<file path="src/rtl/dram_cls_pkg.sv">
package dram_cls_pkg;

  typedef enum logic [2:0] {
    KIND_IDLE    = 3'd0,
    KIND_ROWONLY = 3'd1,
    KIND_ACCESS  = 3'd2,
    KIND_CBR     = 3'd3,
    KIND_HIDDEN  = 3'd4
  } cycleKind_e;

  // Control-to-datapath strobes, valid for one clock.
  typedef struct packed {
    logic openExt;    // open row from the address pins
    logic openCnt;    // open row from the refresh counter, then advance it
    logic fireAccess; // column access inside the open row
    logic accessWr;   // direction of that access
  } dpStrobe_t;

endpackage

</file>
<file path="src/rtl/dram_strobe_sync.sv">
module dram_strobe_sync #(
  parameter int WIDTH = 1,
  parameter int STAGES = 2,
  parameter logic [WIDTH-1:0] RESET_VAL = '0
) (
  input  logic             clk,
  input  logic             rstN,
  input  logic [WIDTH-1:0] din,
  output logic [WIDTH-1:0] dout
);

  logic [STAGES-1:0][WIDTH-1:0] chain;

  always_ff @(posedge clk or negedge rstN) begin
    if (!rstN) chain <= {STAGES{RESET_VAL}};
    else       chain <= {chain[STAGES-2:0], din};
  end

  assign dout = chain[STAGES-1];

endmodule

</file>
<file path="src/rtl/dram_cycle_ctrl.sv">
module dram_cycle_ctrl
  import dram_cls_pkg::*;
#(
  parameter int LANES = 4
) (
  input  logic             clk,
  input  logic             rstN,
  input  logic             rasS,
  input  logic [LANES-1:0] casS,
  input  logic             weS,
  input  logic             oeS,
  output dpStrobe_t        strobe,
  output cycleKind_e       kind,
  output logic [LANES-1:0] dataOe
);

  logic             rasQ;
  logic [LANES-1:0] casQ;
  logic [LANES-1:0] laneLive;
  cycleKind_e       kindNext;

  logic rasFall, rasRise, anyCasLow, casGroupFall, holding, hiddenStart, rowOpen;

  always_ff @(posedge clk or negedge rstN) begin
    if (!rstN) begin
      rasQ <= 1'b1;
      casQ <= '1;
    end else begin
      rasQ <= rasS;
      casQ <= casS;
    end
  end

  assign rasFall      = rasQ & ~rasS;
  assign rasRise      = ~rasQ & rasS;
  assign anyCasLow    = ~&casS;
  assign casGroupFall = (&casQ) & anyCasLow;
  assign holding      = |laneLive;
  assign hiddenStart  = rasFall & anyCasLow & holding;
  assign rowOpen      = (kind == KIND_ROWONLY) || (kind == KIND_ACCESS);

  always_comb begin
    strobe.openExt    = rasFall & ~anyCasLow;
    strobe.openCnt    = rasFall & anyCasLow;
    strobe.fireAccess = ~rasS & ~rasFall & casGroupFall & rowOpen;
    strobe.accessWr   = ~weS;
  end

  always_comb begin
    kindNext = kind;
    if (rasRise)                kindNext = KIND_IDLE;
    else if (rasFall)           kindNext = anyCasLow ? (holding ? KIND_HIDDEN : KIND_CBR)
                                                     : KIND_ROWONLY;
    else if (strobe.fireAccess) kindNext = KIND_ACCESS;
  end

  always_ff @(posedge clk or negedge rstN) begin
    if (!rstN) kind <= KIND_IDLE;
    else       kind <= kindNext;
  end

  for (genvar g = 0; g < LANES; g++) begin : g_lane
    logic laneFall;
    assign laneFall = casQ[g] & ~casS[g];

    always_ff @(posedge clk or negedge rstN) begin
      if (!rstN)                              laneLive[g] <= 1'b0;
      else if (rasFall && !hiddenStart)       laneLive[g] <= 1'b0;
      else if (!rasS && laneFall && rowOpen)  laneLive[g] <= weS;
      else if (rasS && casS[g])               laneLive[g] <= 1'b0;
    end
  end

  assign dataOe = laneLive & {LANES{~oeS}};

  // a column-before-row refresh never drives the data pins
  assert_cbr_hiz_R4: assert property (@(posedge clk) disable iff (!rstN)
    kind == KIND_CBR |-> dataOe == '0);

  // a row-only cycle never drives the data pins
  assert_rowonly_hiz_R2: assert property (@(posedge clk) disable iff (!rstN)
    kind == KIND_ROWONLY |-> dataOe == '0);

  // a hidden refresh keeps the lanes that were holding read data
  assert_hidden_keeps_R5: assert property (@(posedge clk) disable iff (!rstN)
    hiddenStart |=> (kind == KIND_HIDDEN) && (laneLive == $past(laneLive)));

  // with the row strobe high the next cycle is idle
  assert_idle_when_high_R9: assert property (@(posedge clk) disable iff (!rstN)
    rasS |=> kind == KIND_IDLE);

endmodule

</file>
<file path="src/rtl/dram_row_datapath.sv">
module dram_row_datapath
  import dram_cls_pkg::*;
#(
  parameter int ROW_BITS = 12
) (
  input  logic                clk,
  input  logic                rstN,
  input  dpStrobe_t           strobe,
  input  logic [ROW_BITS-1:0] addrS,
  output logic                refreshPulse,
  output logic [ROW_BITS-1:0] refreshRow,
  output logic                accessPulse,
  output logic [ROW_BITS-1:0] accessRow,
  output logic                accessWrite
);

  localparam logic [ROW_BITS-1:0] CNT_ONE = ROW_BITS'(1);

  logic [ROW_BITS-1:0] rowCnt;
  logic [ROW_BITS-1:0] openRow;
  logic [ROW_BITS-1:0] pickRow;

  assign pickRow = strobe.openExt ? addrS : rowCnt;

  always_ff @(posedge clk or negedge rstN) begin
    if (!rstN) begin
      rowCnt       <= '0;
      openRow      <= '0;
      refreshPulse <= 1'b0;
      refreshRow   <= '0;
    end else begin
      refreshPulse <= strobe.openExt | strobe.openCnt;
      if (strobe.openExt || strobe.openCnt) begin
        openRow    <= pickRow;
        refreshRow <= pickRow;
      end
      if (strobe.openCnt) rowCnt <= rowCnt + CNT_ONE;
    end
  end

  always_ff @(posedge clk or negedge rstN) begin
    if (!rstN) begin
      accessPulse <= 1'b0;
      accessRow   <= '0;
      accessWrite <= 1'b0;
    end else begin
      accessPulse <= strobe.fireAccess;
      if (strobe.fireAccess) begin
        accessRow   <= openRow;
        accessWrite <= strobe.accessWr;
      end
    end
  end

  // each counter-sourced refresh advances the counter by one, wrapping
  assert_cnt_step_R6: assert property (@(posedge clk) disable iff (!rstN)
    strobe.openCnt |=> rowCnt == $past(rowCnt) + CNT_ONE);

  // other cycles leave the counter alone
  assert_cnt_hold_R6: assert property (@(posedge clk) disable iff (!rstN)
    !strobe.openCnt |=> $stable(rowCnt));

  // refresh pulse lasts one cycle
  assert_refresh_single_R9: assert property (@(posedge clk) disable iff (!rstN)
    refreshPulse |=> !refreshPulse);

  // an access never coincides with a row opening
  assert_no_overlap_R3: assert property (@(posedge clk) disable iff (!rstN)
    !(refreshPulse && accessPulse));

endmodule

</file>
<file path="src/rtl/dram_strobe_classifier.sv">
module dram_strobe_classifier
  import dram_cls_pkg::*;
#(
  parameter int ROW_BITS = 12,
  parameter int LANES = 4,
  parameter int SYNC_STAGES = 2
) (
  input  logic                clk,
  input  logic                rstN,
  input  logic                rasN,
  input  logic [LANES-1:0]    casN,
  input  logic                weN,
  input  logic                oeN,
  input  logic [ROW_BITS-1:0] addr,
  output logic                refreshPulse,
  output logic [ROW_BITS-1:0] refreshRow,
  output logic                accessPulse,
  output logic [ROW_BITS-1:0] accessRow,
  output logic                accessWrite,
  output logic [2:0]          cycleKind,
  output logic [LANES-1:0]    dataOe
);

  localparam int STROBE_W = LANES + 3;

  logic [STROBE_W-1:0] strobeRaw, strobeSync;
  logic [ROW_BITS-1:0] addrSync;
  dpStrobe_t           ctrlStrobe;
  cycleKind_e          kind;

  assign strobeRaw = {rasN, casN, weN, oeN};

  dram_strobe_sync #(.WIDTH(STROBE_W), .STAGES(SYNC_STAGES), .RESET_VAL({STROBE_W{1'b1}}))
    u_strobeSync (.clk(clk), .rstN(rstN), .din(strobeRaw), .dout(strobeSync));

  dram_strobe_sync #(.WIDTH(ROW_BITS), .STAGES(SYNC_STAGES), .RESET_VAL('0))
    u_addrSync (.clk(clk), .rstN(rstN), .din(addr), .dout(addrSync));

  dram_cycle_ctrl #(.LANES(LANES)) u_ctrl (
    .clk(clk), .rstN(rstN),
    .rasS(strobeSync[STROBE_W-1]),
    .casS(strobeSync[STROBE_W-2:2]),
    .weS(strobeSync[1]),
    .oeS(strobeSync[0]),
    .strobe(ctrlStrobe), .kind(kind), .dataOe(dataOe)
  );

  dram_row_datapath #(.ROW_BITS(ROW_BITS)) u_dp (
    .clk(clk), .rstN(rstN), .strobe(ctrlStrobe), .addrS(addrSync),
    .refreshPulse(refreshPulse), .refreshRow(refreshRow),
    .accessPulse(accessPulse), .accessRow(accessRow), .accessWrite(accessWrite)
  );

  assign cycleKind = kind;

endmodule

</file>
<file path="config.mk">
export PLATFORM = sky130hd
export DESIGN_NAME = dram_strobe_classifier
export DESIGN_NICKNAME = d
export VERILOG_FILES = /design/src/rtl/dram_cls_pkg.sv /design/src/rtl/dram_strobe_sync.sv /design/src/rtl/dram_cycle_ctrl.sv /design/src/rtl/dram_row_datapath.sv /design/src/rtl/dram_strobe_classifier.sv
export SDC_FILE = /design/constraint.sdc
export NUM_CORES = 1
export LEC_CHECK = 0
export ABC_AREA = 1
export BUFFER_PORTS_ARGS = -buffer_cell sky130_fd_sc_hd__buf_2
export CAP_MARGIN = 40
export CORE_MARGIN = 1
export CORE_UTILIZATION = 40
export DETAILED_ROUTE_END_ITERATION = 10
export GPL_ROUTABILITY_DRIVEN = 0
export GPL_TIMING_DRIVEN = 0
export PLACE_DENSITY = 0.64
export SLEW_MARGIN = 20
export SYNTH_ARGS = -nofsm -noshare
export SYNTH_HDL_FRONTEND = slang
export SYNTH_HIERARCHICAL = 1
export SYNTH_SLANG_ARGS = --single-unit
</file>
<file path="constraint.sdc">
create_clock -name clk -period 1.8 [get_ports clk]
set_input_delay 0.36 -clock clk [delete_from_list [all_inputs] [get_ports clk]]
set_output_delay 0.36 -clock clk [all_outputs]
set_load 0.03 [all_outputs]
</file>
## After elaboration in Yosys (flattened, before gate mapping)

Index checks and enable logic that the tools add are counted.

- Register bits: 89
- Output and inout bits: 34
- Word-level logic and storage cells: 88

- Add/sub/neg operators: 1
- Equality and inequality tests: 2
- Mux-type cells: 18
- Bitwise logic cells: 24
- Reductions and logical operators: 26

Operators by type and width:

| operator | number |
|---|---|
| $mux W3 | 5 |
| $reduce_bool A3 Y1 | 5 |
| $and A1 B1 Y1 | 13 |
| $logic_and A1 B1 Y1 | 13 |
| $add A12 B1 Y12 const B | 1 |
| $mux W1 | 12 |
| $mux W12 | 1 |
| $not A1 Y1 | 9 |
| $reduce_and A4 Y1 | 2 |
| $and A4 B4 Y4 | 1 |
| $reduce_or A4 Y1 | 1 |
| $eq A3 B1 Y1 const B | 1 |
| $eq A3 B2 Y1 const B | 1 |
| $logic_not A1 Y1 | 3 |
| $logic_or A1 B1 Y1 | 2 |
| $or A1 B1 Y1 | 1 |

## Longest topological paths before layout

- Depth in word-level cells: 9
- Mapped depth: 11

## Modules after synthesis

The synthesis kept the hierarchy.

Modules (own cells, without submodules):

| module | times used | cells an instance | area an instance (µm²) | sequential area each (µm²) |
|---|---|---|---|---|
| dram_row_datapath | 1 | 166 | 1699.1 | 975.9 |
| dram_strobe_sync at u_addrSync | 1 | 36 | 690.7 | 600.6 |
| dram_cycle_ctrl | 1 | 88 | 678.2 | 306.5 |
| dram_strobe_sync at u_strobeSync | 1 | 21 | 420.4 | 367.9 |

## Least setup slack after synthesis

OpenSTA, ideal clock, no wires.

- Path type: register to register
- From: register u_ctrl.kind[1]
- To: register u_dp.accessRow[10]
- Data arrival time: 1.607 ns
- Slack: 0.068 ns
- Stages on the path, launching flop included: 7
- Buffers on the path: 1
- Cells stage by stage: dfrtp_1 > nor2_1 > nor2_4 > nand3_2 > inv_1 > buf_4 > mux2_2

RTL lines:

| element | RTL line | source |
|---|---|---|
| from (decl) | dram_cycle_ctrl.sv:13 | `output cycleKind_e kind,` |
| from (signal assigned) | dram_cycle_ctrl.sv:59 | `else kind <= kindNext;` |
| to (signal assigned) | dram_row_datapath.sv:49 | `accessRow <= openRow;` |
| to (decl) | dram_row_datapath.sv:13 | `output logic [ROW_BITS-1:0] accessRow,` |

==> metrics.md <==
| Metric | Value |
|---|---|
| Status | finished clean |
| Row cnt | 33 |
| Area Overhead vs Synth | 20.2% |
| Yosys cell types | 26 |
| Nets@finish | 403 |
| Initial core utilization | 0.418 |
| Mapped Area | 0.00349 mm2 |
| Final WL | 6060 um |
| Die width | 95.4 um |
| Pleak | 2.10 nW |
| PortBufs | 54 |
| Vias per std cell | 4.57 |
| Worst hold stages | 1 |
| Post-DP Area | 0.00392 mm2 |
| Post-synth top area cell | dfrtp_1 |
| Syn Inst Count | 311 |
| Syn_area_per_cell | 11.2 um2 |
| Ports | 55 |
| Top FF cell, synth | dfrtp_1 |
| CP startpoint kind | flip-flop |
| Synth warn | 6 |
| Most common cell in the synthesized netlist | nand2_1 |
| Synth Register Bits | 89 |
| CTS max path bufs | 2 |
| Final hold slack | 99.6 ps |
| Sequential fraction of the synthesis area | 0.645 |
| Die Y-Extent | 95.4 um |
| RSZ-0062 raised after global routing | false |
| Dpl cells | 471 |
| Finished Layout Cells | 491 |
| Worst Skew | 6.50 ps |
| EDFF count, synth | 0 |
| Synth cell count leaders | 76 x nand2_1, 70 x dfrtp_1, 21 x buf_4, 21 x inv_1 |
| Setup CP Type | flip-flop to flip-flop |
| Via Count | 2,243 |
| Worst R2R Start | u_strobeSync/dout[6] |
| Initial antenna violation count | 0 |
| Worst R2R Setup Slack | 70 ps |
| PwrDens | 1100 mW/mm2 |
| # fillers | 755 |
| Clock sink count | 89 |
| Hold path start | oeN |
| Crit path max fanout | 10 |
| Slew @ Worst Pin | 409 ps |
| CTS Buf Count | 9 |
| WHS Endpoint | u_strobeSync/chain[0] |
| Post-Syn Nets | 333 |
| Period utilization | 0.960 |
| GRT Total Usage | 0.149 |
| Ys async rst share | 1.00 |
| Ant. Diodes | 0 |
| DRT iter0 DRCs | 83 |
| Pin count of the biggest net entering global routing | 60 |
| DRT Pass-1 Iters | 5 |
| Detail Placement HPWL | 4280 um |
| TritonCTS clock tree | built |
| Overflow after GRT | 0 |
| Fin. Hold Viols | 0 |
| Worst min path class | primary input to flip-flop |
| Global-route wire length before repair | 10,100 um |
| VDD IR max | 0.000471 V |
| Share of layout cells above drive strength 1 | 0.391 |
| Max-Slew Margin vs Limit | 0.728 |
| Critical R2R Capture | u_dp/accessRow[8] |
| CTS H-tree depth | 3 |
| Routed Antenna Nets | 0 |
| Clock transition at path regs | 80 ps |
| Max Slew Vio Count | 0 |
| Vias in the first global route | 2,139 |
| Fin area | 0.00419 mm2 |
| Max-cap violation count | 0 |
| Minimum clock period after layout | 1730 ps |
| Setup violations, final | 0 |
| DRC | 0 |
| Root buffer cell | clkbuf_8 |
| Synth top area cells | dfrtp_1 50%, dfstp_2 14%, nand2_1 8.2% |
| CP Capture Type | flip-flop |
| Full die area | 0.00910 mm2 |
| Critical Path RT | 2030 ps |
| Reg2reg path depth | 7 |
| Avg WL per Cell | 12.3 um |
| Core Region | 0.00834 mm2 |
| Final worst-path setup slack | 72.2 ps |
| Later-pin clock latency in the skew report | 350 ps |
| Synth top area share | 0.502 |
| Worst Path Arrival | 1960 ps |
| Max Freq | 579 MHz |
| Placement Setup Slack | -49.5 ps |
-- per-layer routing --
layer,share of wire,global-route usage,vias up
met5,0,0,-
met4,0.015,0.0672,0
met3,0.039,0.0407,8
met2,0.45,0.219,51
met1,0.50,0.206,1070
li1,-,-,1114
-- sequential cells by signal, indices dropped and copies added (netlist names) --
register and cells:
u_strobeSync/chain 7, u_dp/rowCnt 12, u_ctrl/kind 3, u_ctrl/casQ 4, u_dp/accessRow 12, u_addrSync/dout 12, u_dp/refreshPulse 1, u_addrSync/chain 12
u_strobeSync/dout 7, u_ctrl/laneLive 4, u_dp/accessWrite 1, u_ctrl/rasQ 1, u_dp/refreshRow 12, u_dp/accessPulse 1
-- worst max-delay path by stage --
| stage | from | cells after the start | slack (ps) | endpoint |
|---|---|---|---|---|
| after floorplan | u_ctrl/kind[1] | 6 | 70 | u_dp/accessRow[10] |
| after global placement | rstN | 1 | -380 | u_dp/accessRow[10] |
| after detailed placement | u_strobeSync/dout[6] | 7 | -50 | u_dp/accessRow[7] |
| after CTS | u_strobeSync/dout[6] | 7 | 5 | u_dp/accessRow[8] |
| after global routing | u_strobeSync/dout[6] | 7 | 4 | u_dp/accessRow[8] |
| final | u_strobeSync/dout[6] | 7 | 70 | u_dp/accessRow[8] |
-- cell usage in the layout (no fill, tap or decap), types with 4 or more instances in the layout --
cell      instances
buf_2            53
nand4_1           7
o211ai_1          5
nand3_1          17
mux2_2           13
dfrtp_1          70
nor2_4            5
xor2_1            6
clkbuf_8         10
dfstp_2          19
inv_1            20
inv_2             4
buf_4            24
nor2_1           19
nor2_2            6
nand2_1          76
-- per-stage QoR --
step	power (mW)	util	TNS, ps
final	4.62	0.503	0
after global routing	4.86	0.503	0
after CTS	4.67	0.499	0
after floorplan	2.87	-	0
after global placement	3.10	0.466	-26120
after detailed placement	3.13	0.470	-357
-- where the power goes --
group | leakage, nW | switching, mW | internal [mW]
registers | 1.10 | 0.162 | 2.21
clock network | 0.105 | 0.690 | 0.821
logic | 0.896 | 0.472 | 0.264
-- final cells by class --
cell class	count	area, um2	share of cell area
repair buffers	59	333	0.0794
plain buffers	25	199	0.0474
flip-flops and latches	89	2250	0.537
multi-input cells	172	953	0.227
well taps	105	131	0.0313
clock buffers	10	138	0.0328
clock inverters	6	91.3	0.0218
inverters	25	96.3	0.0230
-- logic make-up (layout without fill, tap and decap cells) --
logic type,count (synthesis),count (layout),synth area share
AND/OR/NAND/NOR,139,139,0.189
flip-flops,89,89,0.645
buffers and inverters,50,125,0.0814
AO/OA/AOI/OAI,13,13,0.0237
multiplexers,13,13,0.0420
XOR/XNOR,6,6,0.0151
adder cells (fa/ha/maj),1,1,0.00359
-- worst max-delay path, stage by stage (launching register included) --
cell and delay, ps:
dfstp_2 370, buf_4 140, buf_6 140, nor3_4 180, nand3_2 170, inv_4 120, buf_6 150, mux2_2 350
-- timing repair --
item | in CTS | in global routing
endpoints found under the hold margin | 11 | 0
pin swaps | 0 | 2
hold buffers | 1 | 0
cloned | 0 | 0
setup buffers | 0 | 3
gates resized for setup | 1 | 4
setup endpoints to repair | 10 | 19
Power figures use the tool's default switching activity.
